`src/rtl/sat_fadd_pkg.sv`:
```
package sat_fadd_pkg;
  localparam int EXP_W   = 8;
  localparam int MAN_W   = 23;
  localparam int WORD_W  = 1 + EXP_W + MAN_W;
  localparam int SIG_W   = MAN_W + 1;
  localparam int GUARD_W = 1;
  localparam int SUM_W   = SIG_W + GUARD_W + 1;
  localparam int LEAD_W  = $clog2(SUM_W);
  localparam int EXPR_W  = EXP_W + 3;
  localparam int EXPD_W  = EXP_W + 2;
  localparam int DROP_LIMIT = SIG_W + GUARD_W;
  localparam int EXP_MAX = (1 << EXP_W) - 1;

  typedef struct packed {
    logic             sign;
    logic [EXP_W-1:0] exp;
    logic [MAN_W-1:0] man;
  } fword_t;

  typedef struct packed {
    logic loadOps;
    logic commit;
  } strobe_t;
endpackage

```
`src/rtl/sat_fadd_ctrl.sv`:
```
module sat_fadd_ctrl
  import sat_fadd_pkg::*;
(
  input  logic    clk,
  input  logic    rstN,
  input  logic    start,
  output strobe_t strobes,
  output logic    done
);
  logic stageValid;

  always_ff @(posedge clk) begin
    if (!rstN) begin
      stageValid <= 1'b0;
      done       <= 1'b0;
    end else begin
      stageValid <= start;
      done       <= stageValid;
    end
  end

  always_comb begin
    strobes.loadOps = start;
    strobes.commit  = stageValid;
  end

  // every start answers with done two edges later
  a_r12_latency: assert property (@(posedge clk) disable iff (!rstN)
    start |=> ##1 done);
  // no done without a start two edges earlier
  a_r12_no_spurious: assert property (@(posedge clk) disable iff (!rstN)
    !start |=> ##1 !done);
endmodule

```
`src/rtl/sat_fadd_premask.sv`:
```
module sat_fadd_premask
  import sat_fadd_pkg::*;
(
  input  fword_t inA,
  input  fword_t inB,
  output fword_t outA,
  output fword_t outB
);
  logic signed [EXPD_W-1:0] diff;
  logic        [EXPD_W-1:0] clrA;
  logic        [EXPD_W-1:0] clrB;

  always_comb begin
    diff = $signed({2'b00, inA.exp}) - $signed({2'b00, inB.exp});
    clrB = EXPD_W'(diff - 1);
    clrA = EXPD_W'(-diff - 1);
    outA = inA;
    outB = inB;
    if (diff >= DROP_LIMIT) begin
      outB.exp = '0;
      outB.man = '0;
    end else if (diff > 0) begin
      outB.man = inB.man & ({MAN_W{1'b1}} << clrB);
    end else if (diff <= -DROP_LIMIT) begin
      outA.exp = '0;
      outA.man = '0;
    end else if (diff < 0) begin
      outA.man = inA.man & ({MAN_W{1'b1}} << clrA);
    end
  end
endmodule

```
`src/rtl/sat_fadd_datapath.sv`:
```
module sat_fadd_datapath
  import sat_fadd_pkg::*;
(
  input  logic              clk,
  input  logic              rstN,
  input  strobe_t           strobes,
  input  logic [WORD_W-1:0] opA,
  input  logic [WORD_W-1:0] opB,
  input  logic              opSub,
  input  logic              dstAcc,
  output logic [WORD_W-1:0] result,
  output logic              ovfFlag,
  output logic              unfFlag,
  output logic              ovfSticky,
  output logic              unfSticky,
  output logic              accOvf
);
  fword_t rawA, rawB, trimA, trimB;
  fword_t holdA, holdB;
  logic   holdAcc;

  always_comb begin
    rawA = fword_t'(opA);
    rawB = fword_t'(opB);
    rawB.sign = opB[WORD_W-1] ^ opSub;
  end

  sat_fadd_premask u_premask (
    .inA (rawA),
    .inB (rawB),
    .outA(trimA),
    .outB(trimB)
  );

  always_ff @(posedge clk) begin
    if (!rstN) begin
      holdA   <= '0;
      holdB   <= '0;
      holdAcc <= 1'b0;
    end else if (strobes.loadOps) begin
      holdA   <= trimA;
      holdB   <= trimB;
      holdAcc <= dstAcc;
    end
  end

  logic [SIG_W-1:0]  sigA, sigB, bigSig, smallSig;
  logic [EXP_W-1:0]  bigE, smallE, shiftAmt;
  logic              bigSign, smallSign, aBig, effSub;
  logic [SIG_W:0]    alignedSmall;
  logic [SUM_W-1:0]  sum;
  logic [LEAD_W-1:0] lead, lzAmt;
  logic              found, carry;
  logic [SIG_W:0]    normWord;
  logic signed [EXPR_W-1:0] expRes;
  logic              overflow, underflow;
  logic [WORD_W-1:0] nextResult;

  always_comb begin
    sigA = (holdA.exp == '0) ? '0 : {1'b1, holdA.man};
    sigB = (holdB.exp == '0) ? '0 : {1'b1, holdB.man};
    aBig = {holdA.exp, sigA} >= {holdB.exp, sigB};
    if (aBig) begin
      bigE = holdA.exp; bigSig = sigA; bigSign = holdA.sign;
      smallE = holdB.exp; smallSig = sigB; smallSign = holdB.sign;
    end else begin
      bigE = holdB.exp; bigSig = sigB; bigSign = holdB.sign;
      smallE = holdA.exp; smallSig = sigA; smallSign = holdA.sign;
    end
    shiftAmt     = bigE - smallE;
    alignedSmall = {smallSig, {GUARD_W{1'b0}}} >> shiftAmt;
    effSub       = bigSign ^ smallSign;
    if (effSub)
      sum = {1'b0, bigSig, {GUARD_W{1'b0}}} - {1'b0, alignedSmall};
    else
      sum = {1'b0, bigSig, {GUARD_W{1'b0}}} + {1'b0, alignedSmall};
  end

  always_comb begin
    lead = '0;
    for (int i = 0; i < SUM_W; i++)
      if (sum[i]) lead = LEAD_W'(i);
    found = |sum;
    carry = sum[SUM_W-1];
    lzAmt = carry ? '0 : LEAD_W'(SUM_W - 2) - lead;
    if (carry) normWord = sum[SUM_W-1:1];
    else       normWord = sum[SUM_W-2:0] << lzAmt;
    expRes = EXPR_W'(bigE) + EXPR_W'(carry) - EXPR_W'(lzAmt);
    overflow  = found && (expRes > $signed(EXPR_W'(EXP_MAX)));
    underflow = found && (expRes < $signed(EXPR_W'(1)));
    if (!found)
      nextResult = {bigSign & ~effSub, {(WORD_W-1){1'b0}}};
    else if (overflow)
      nextResult = {bigSign, {(WORD_W-1){1'b1}}};
    else if (underflow)
      nextResult = {bigSign, {EXP_W{1'b0}}, normWord[SIG_W-1:GUARD_W]};
    else
      nextResult = {bigSign, expRes[EXP_W-1:0], normWord[SIG_W-1:GUARD_W]};
  end

  always_ff @(posedge clk) begin
    if (!rstN) begin
      result    <= '0;
      ovfFlag   <= 1'b0;
      unfFlag   <= 1'b0;
      ovfSticky <= 1'b0;
      unfSticky <= 1'b0;
      accOvf    <= 1'b0;
    end else if (strobes.commit) begin
      result    <= nextResult;
      ovfFlag   <= overflow;
      unfFlag   <= underflow;
      ovfSticky <= ovfSticky | overflow;
      unfSticky <= unfSticky | underflow;
      if (holdAcc) accOvf <= overflow;
    end
  end

  // an overflow always leaves a saturated magnitude
  a_r7_saturate: assert property (@(posedge clk) disable iff (!rstN)
    ovfFlag |-> (result[WORD_W-2:0] == '1));
  // an underflow leaves a zero exponent field
  a_r8_exp_cleared: assert property (@(posedge clk) disable iff (!rstN)
    unfFlag |-> (result[WORD_W-2:MAN_W] == '0));
  // overflow and underflow never coexist
  a_r8_exclusive: assert property (@(posedge clk) disable iff (!rstN)
    !(ovfFlag && unfFlag));
  // plain flags are covered by their sticky copies
  a_r10_sticky_ovf: assert property (@(posedge clk) disable iff (!rstN)
    ovfFlag |-> ovfSticky);
  a_r10_sticky_unf: assert property (@(posedge clk) disable iff (!rstN)
    unfFlag |-> unfSticky);
  // flags move only when an operation completes
  a_r10_hold: assert property (@(posedge clk) disable iff (!rstN)
    !strobes.commit |=> ($stable(ovfFlag) && $stable(unfFlag)));
  // the accumulator flag rises only together with overflow
  a_r11_acc_rise: assert property (@(posedge clk) disable iff (!rstN)
    $rose(accOvf) |-> ovfFlag);
endmodule

```
`src/rtl/sat_fadd.sv`:
```
module sat_fadd
  import sat_fadd_pkg::*;
(
  input  logic              clk,
  input  logic              rstN,
  input  logic              start,
  input  logic              opSub,
  input  logic              dstAcc,
  input  logic [WORD_W-1:0] opA,
  input  logic [WORD_W-1:0] opB,
  output logic [WORD_W-1:0] result,
  output logic              done,
  output logic              ovfFlag,
  output logic              unfFlag,
  output logic              ovfSticky,
  output logic              unfSticky,
  output logic              accOvf
);
  strobe_t strobes;

  sat_fadd_ctrl u_ctrl (
    .clk    (clk),
    .rstN   (rstN),
    .start  (start),
    .strobes(strobes),
    .done   (done)
  );

  sat_fadd_datapath u_dp (
    .clk      (clk),
    .rstN     (rstN),
    .strobes  (strobes),
    .opA      (opA),
    .opB      (opB),
    .opSub    (opSub),
    .dstAcc   (dstAcc),
    .result   (result),
    .ovfFlag  (ovfFlag),
    .unfFlag  (unfFlag),
    .ovfSticky(ovfSticky),
    .unfSticky(unfSticky),
    .accOvf   (accOvf)
  );
endmodule

```
`config.mk`:
```
export PLATFORM = sky130hd
export DESIGN_NAME = sat_fadd
export DESIGN_NICKNAME = d
export VERILOG_FILES = /design/src/rtl/sat_fadd_pkg.sv /design/src/rtl/sat_fadd_ctrl.sv /design/src/rtl/sat_fadd_premask.sv /design/src/rtl/sat_fadd_datapath.sv /design/src/rtl/sat_fadd.sv
export SDC_FILE = /design/constraint.sdc
export NUM_CORES = 1
export LEC_CHECK = 0
export ABC_AREA = 1
export BUFFER_PORTS_ARGS = -buffer_cell sky130_fd_sc_hd__buf_2
export CORE_UTILIZATION = 55
export DETAILED_ROUTE_END_ITERATION = 8
export PLACE_DENSITY_LB_ADDON = 0.12
export SYNTH_ARGS = -nofsm -noshare
export SYNTH_HDL_FRONTEND = slang
export SYNTH_SLANG_ARGS = --single-unit
```
`constraint.sdc`:
```
create_clock -name clk -period 14.1 [get_ports clk]
set_input_delay 1.41 -clock clk [delete_from_list [all_inputs] [get_ports clk]]
set_output_delay 1.41 -clock clk [all_outputs]
set_load 0.02 [all_outputs]
```
==> results.ini <==
[place]
gp_congestion = 0.999
io_buffers = 106
dp_cells = 2392
dp_hpwl_um = 33400

[sta]
timing.fmax_mhz = 77.8
clock_skew_ns = 0.0145
finalSetupViolations = 0
hold_viol = 0
grt_setup_unrepaired = false
drv_slew = 0
final.setup.tns_ns = 0
holdWs_ns = 0.455
relSlewSlack_pct = 28.8
finalCritPeriodShare_pct = 91.1
finalCriticalPeriod_ns = 12.85
worst_pin_slew_ns = 1.07

[setup_path]
critPathMostFrequentCell = nand2_1
worst-setup-path-type = flip-flop to flip-flop
cpMaxStageDelayCell = xor2_1
cp-start-kind = flip-flop
ff2ff_path_depth = 80
r2r_end = u_dp.result[27]$_SDFFE_PN0P_
r2r_start = u_dp.holdB[28]$_SDFFE_PN0P_
reg2reg_slack_ns = 1.25
worstPathRequired_ns = 14.37
crit_arrival_ns = 13.12
cp_max_fo = 52
critPathMaxStageDelay_ns = 0.51
crit_path_end_kind = flip-flop

[clock_tree]
ctsLongestPathBuffers = 2
cts_tree = built
clk_transition_reported_paths_ns = 0.08
cts-root-buf = clkbuf_16
h-tree-depth = 3
clk_latency_ns = 0.37
holdBufCountCts = 0
cts_sinks = 104
cts_buffers = 9

[logic_synthesis]
synth.avg_cell_area_um2 = 5.98
yosysWarningCount = 0
syn_nets = 2262
seq_area_frac_synth_pct = 16.7
synth.distinct_cells = 64
async_flop_share_pct = 0
synthTopCellsByCount = 542 x nand2_1, 263 x inv_1, 227 x nand3_1
ys.flop_type = dfxtp_1
syn_area_um2 = 12500
synth_edf_count = 0
yosysMostFrequentCell = nand2_1
ys_seq_elements = 104
yosysTopAreaCellShare_pct = 16.7
netlist_instances = 2088
yosysTopAreaCell = dfxtp_1
synth_area_leaders = dfxtp_1 17%, nand2_1 16%, ha_1 10%

[global_routing]
grt-ovfl-total = 0
grt_pass1_vias = 12900
grt_max_degree = 53
grt_pass1_wl_um = 65900
gr-usage-all-layers_pct = 35.0
antenna_found_initial = 0

[drt]
wl_per_cell_um = 17.3
dr_wl_met2_um = 19100
num_vias = 14200
via_per_inst = 5.87
highest_layer = met4
dr.first_iter.drc_count = 1548
wl_met1_um = 17900
drt_first_pass_iters = 6
ant_nets = 0
drt_wl_total_um = 41700
drc_errors = 0
wl_met3_um = 2870

[layout]
area_growth_pct = 6.19
diodes = 0
post_route_cells_drive_above_1_share_pct = 9.51
nets = 2303
stdcell_count = 2414

[worst_hold_path]
min_delay_path_depth = 2
hold_start = u_dp.unfSticky$_SDFFE_PN0P_
hp-class = flip-flop to flip-flop
hold_end = u_dp.unfSticky$_SDFFE_PN0P_

[status]
status = complete, no violations

[power]
vdd_ir_drop_max_mv = 0.216
p_sw_uw = 2280
leakage_uw = 0.00657
p_int_uw = 1400
p_sw_share_pct = 62.1
power_frac_clock_pct = 6.7
power_density_nw_per_um2 = 278
total_power_uw = 3680
pwr-share-comb_pct = 83.3
p_seq_share_pct = 9.9

[floorplanning]
core-area_um2 = 22000
initial_core_util_pct = 56.7
die_w_um = 153
rows = 54
ios = 107
fp.dieH_um = 153
die_area_um2 = 23300

[job]
cap_violations = 0

-- metal layers --
layer / track usage (%) / vias up
met5: 0 / -
met4: 15.7 / 0
met3: 3.50 / 106
met2: 58.3 / 608
met1: 45.7 / 6444
li1: - / 7022
-- sequential cells by signal, summed over array words and instances, names as in the netlist --
name,cells
u_dp.unfSticky,1
u_dp.holdA,32
u_dp.holdAcc,1
u_ctrl.stageValid,1
u_dp.holdB,32
u_ctrl.done,1
u_dp.ovfSticky,1
u_dp.unfFlag,1
u_dp.ovfFlag,1
u_dp.result,32
u_dp.accOvf,1
-- layout by cell type (no fill, tap or decap), types with 18 or more instances in the layout --
| cell | Yosys | final |
|---|---|---|
| a22oi_1 | 26 | 26 |
| a21oi_1 | 143 | 143 |
| nand4_1 | 18 | 18 |
| nor2_1 | 157 | 156 |
| o22ai_1 | 21 | 21 |
| nand3_1 | 227 | 226 |
| dfxtp_1 | 104 | 104 |
| nand2_1 | 542 | 542 |
| xor2_1 | 28 | 28 |
| inv_1 | 263 | 261 |
| buf_2 | 7 | 106 |
| o21ai_0 | 161 | 158 |
| ha_1 | 101 | 101 |
| o21ai_1 | 19 | 22 |
-- power by group through the flow --
stage          registers (µW)  clock network, µW  logic [µW]
4_1_cts                   365                248        2930
2_1_floorplan             405                  0        2330
5_1_grt                   371                260        3390
3_5_place_dp              371                  0        2910
3_3_place_gp              370                  0        2890
6_report                  366                248        3070
-- repair_timing --
action / 4_1_cts / 5_1_grt
hold endpoints to repair: 0 / 0
setup buffers: 0 / 2
setup endpoints to repair: 0 / 36
gates resized for setup: 0 / 16
-- worst max-delay path by stage --
stage	start	endpoint	slack, ns	depth (start not counted)
final	u_dp.holdB[28]$_SDFFE_PN0P_	u_dp.result[27]$_SDFFE_PN0P_	1.25	80
after global routing	u_dp.holdB[29]$_SDFFE_PN0P_	u_dp.result[26]$_SDFFE_PN0P_	0.04	82
after CTS	u_dp.holdB[29]$_SDFFE_PN0P_	u_dp.result[5]$_SDFFE_PN0P_	0.90	72
after detailed placement	u_dp.holdB[29]$_SDFFE_PN0P_	u_dp.result[5]$_SDFFE_PN0P_	0.93	72
after global placement	u_dp.holdB[29]$_SDFFE_PN0P_	u_dp.result[29]$_SDFFE_PN0P_	1.26	77
after floorplan	u_dp.holdA[29]$_SDFFE_PN0P_	u_dp.result[27]$_SDFFE_PN0P_	3.12	91
-- metrics by stage --
step | utilization (%) | area, µm² | setup slack [ns]
3_3_place_gp | 58.4 | 12900 | 1.26
6_report | 60.2 | 13300 | 1.25
5_1_grt | 60.2 | 13300 | 0.0430
3_5_place_dp | 58.4 | 12900 | 0.934
2_1_floorplan | - | 12500 | 3.12
4_1_cts | 59.7 | 13200 | 0.904
-- critical path: cells and delay by family, from the launching register on --
| family | cells | cell delay, ns |
|---|---|---|
| buffers and inverters | 11 | 1.65 |
| and+or+nand+nor | 39 | 4.48 |
| xor gates and xnor gates | 1 | 0.51 |
| adders and majority gates | 4 | 1.21 |
| AOI/OAI and AO/OA | 25 | 4.54 |
| DFF | 1 | 0.31 |
-- cell type report --
type | count | area (µm²)
clock buffers | 9 | 225
clock inverters | 7 | 55.1
fillers | 2233 | 8770
inverters | 274 | 1050
multi-input cells | 1616 | 8810
flip-flops and latches | 104 | 2080
well taps | 280 | 350
repair buffers | 121 | 663
repair inverters | 3 | 22.5
-- cells by family (layout without fill, tap and decap cells) --
group                      Yosys count  in the layout  share of synthesized area [%]
adders and majority gates          105            105                           10.8
DFF                                104            104                           16.7
buffers and inverters              369            414                           13.0
AOI/OAI and AO/OA                  467            467                           22.0
and+or+nand+nor                   1006           1007                           34.9
xor gates and xnor gates            37             37                           2.66
No activity file was read; power rests on OpenSTA's default activity.
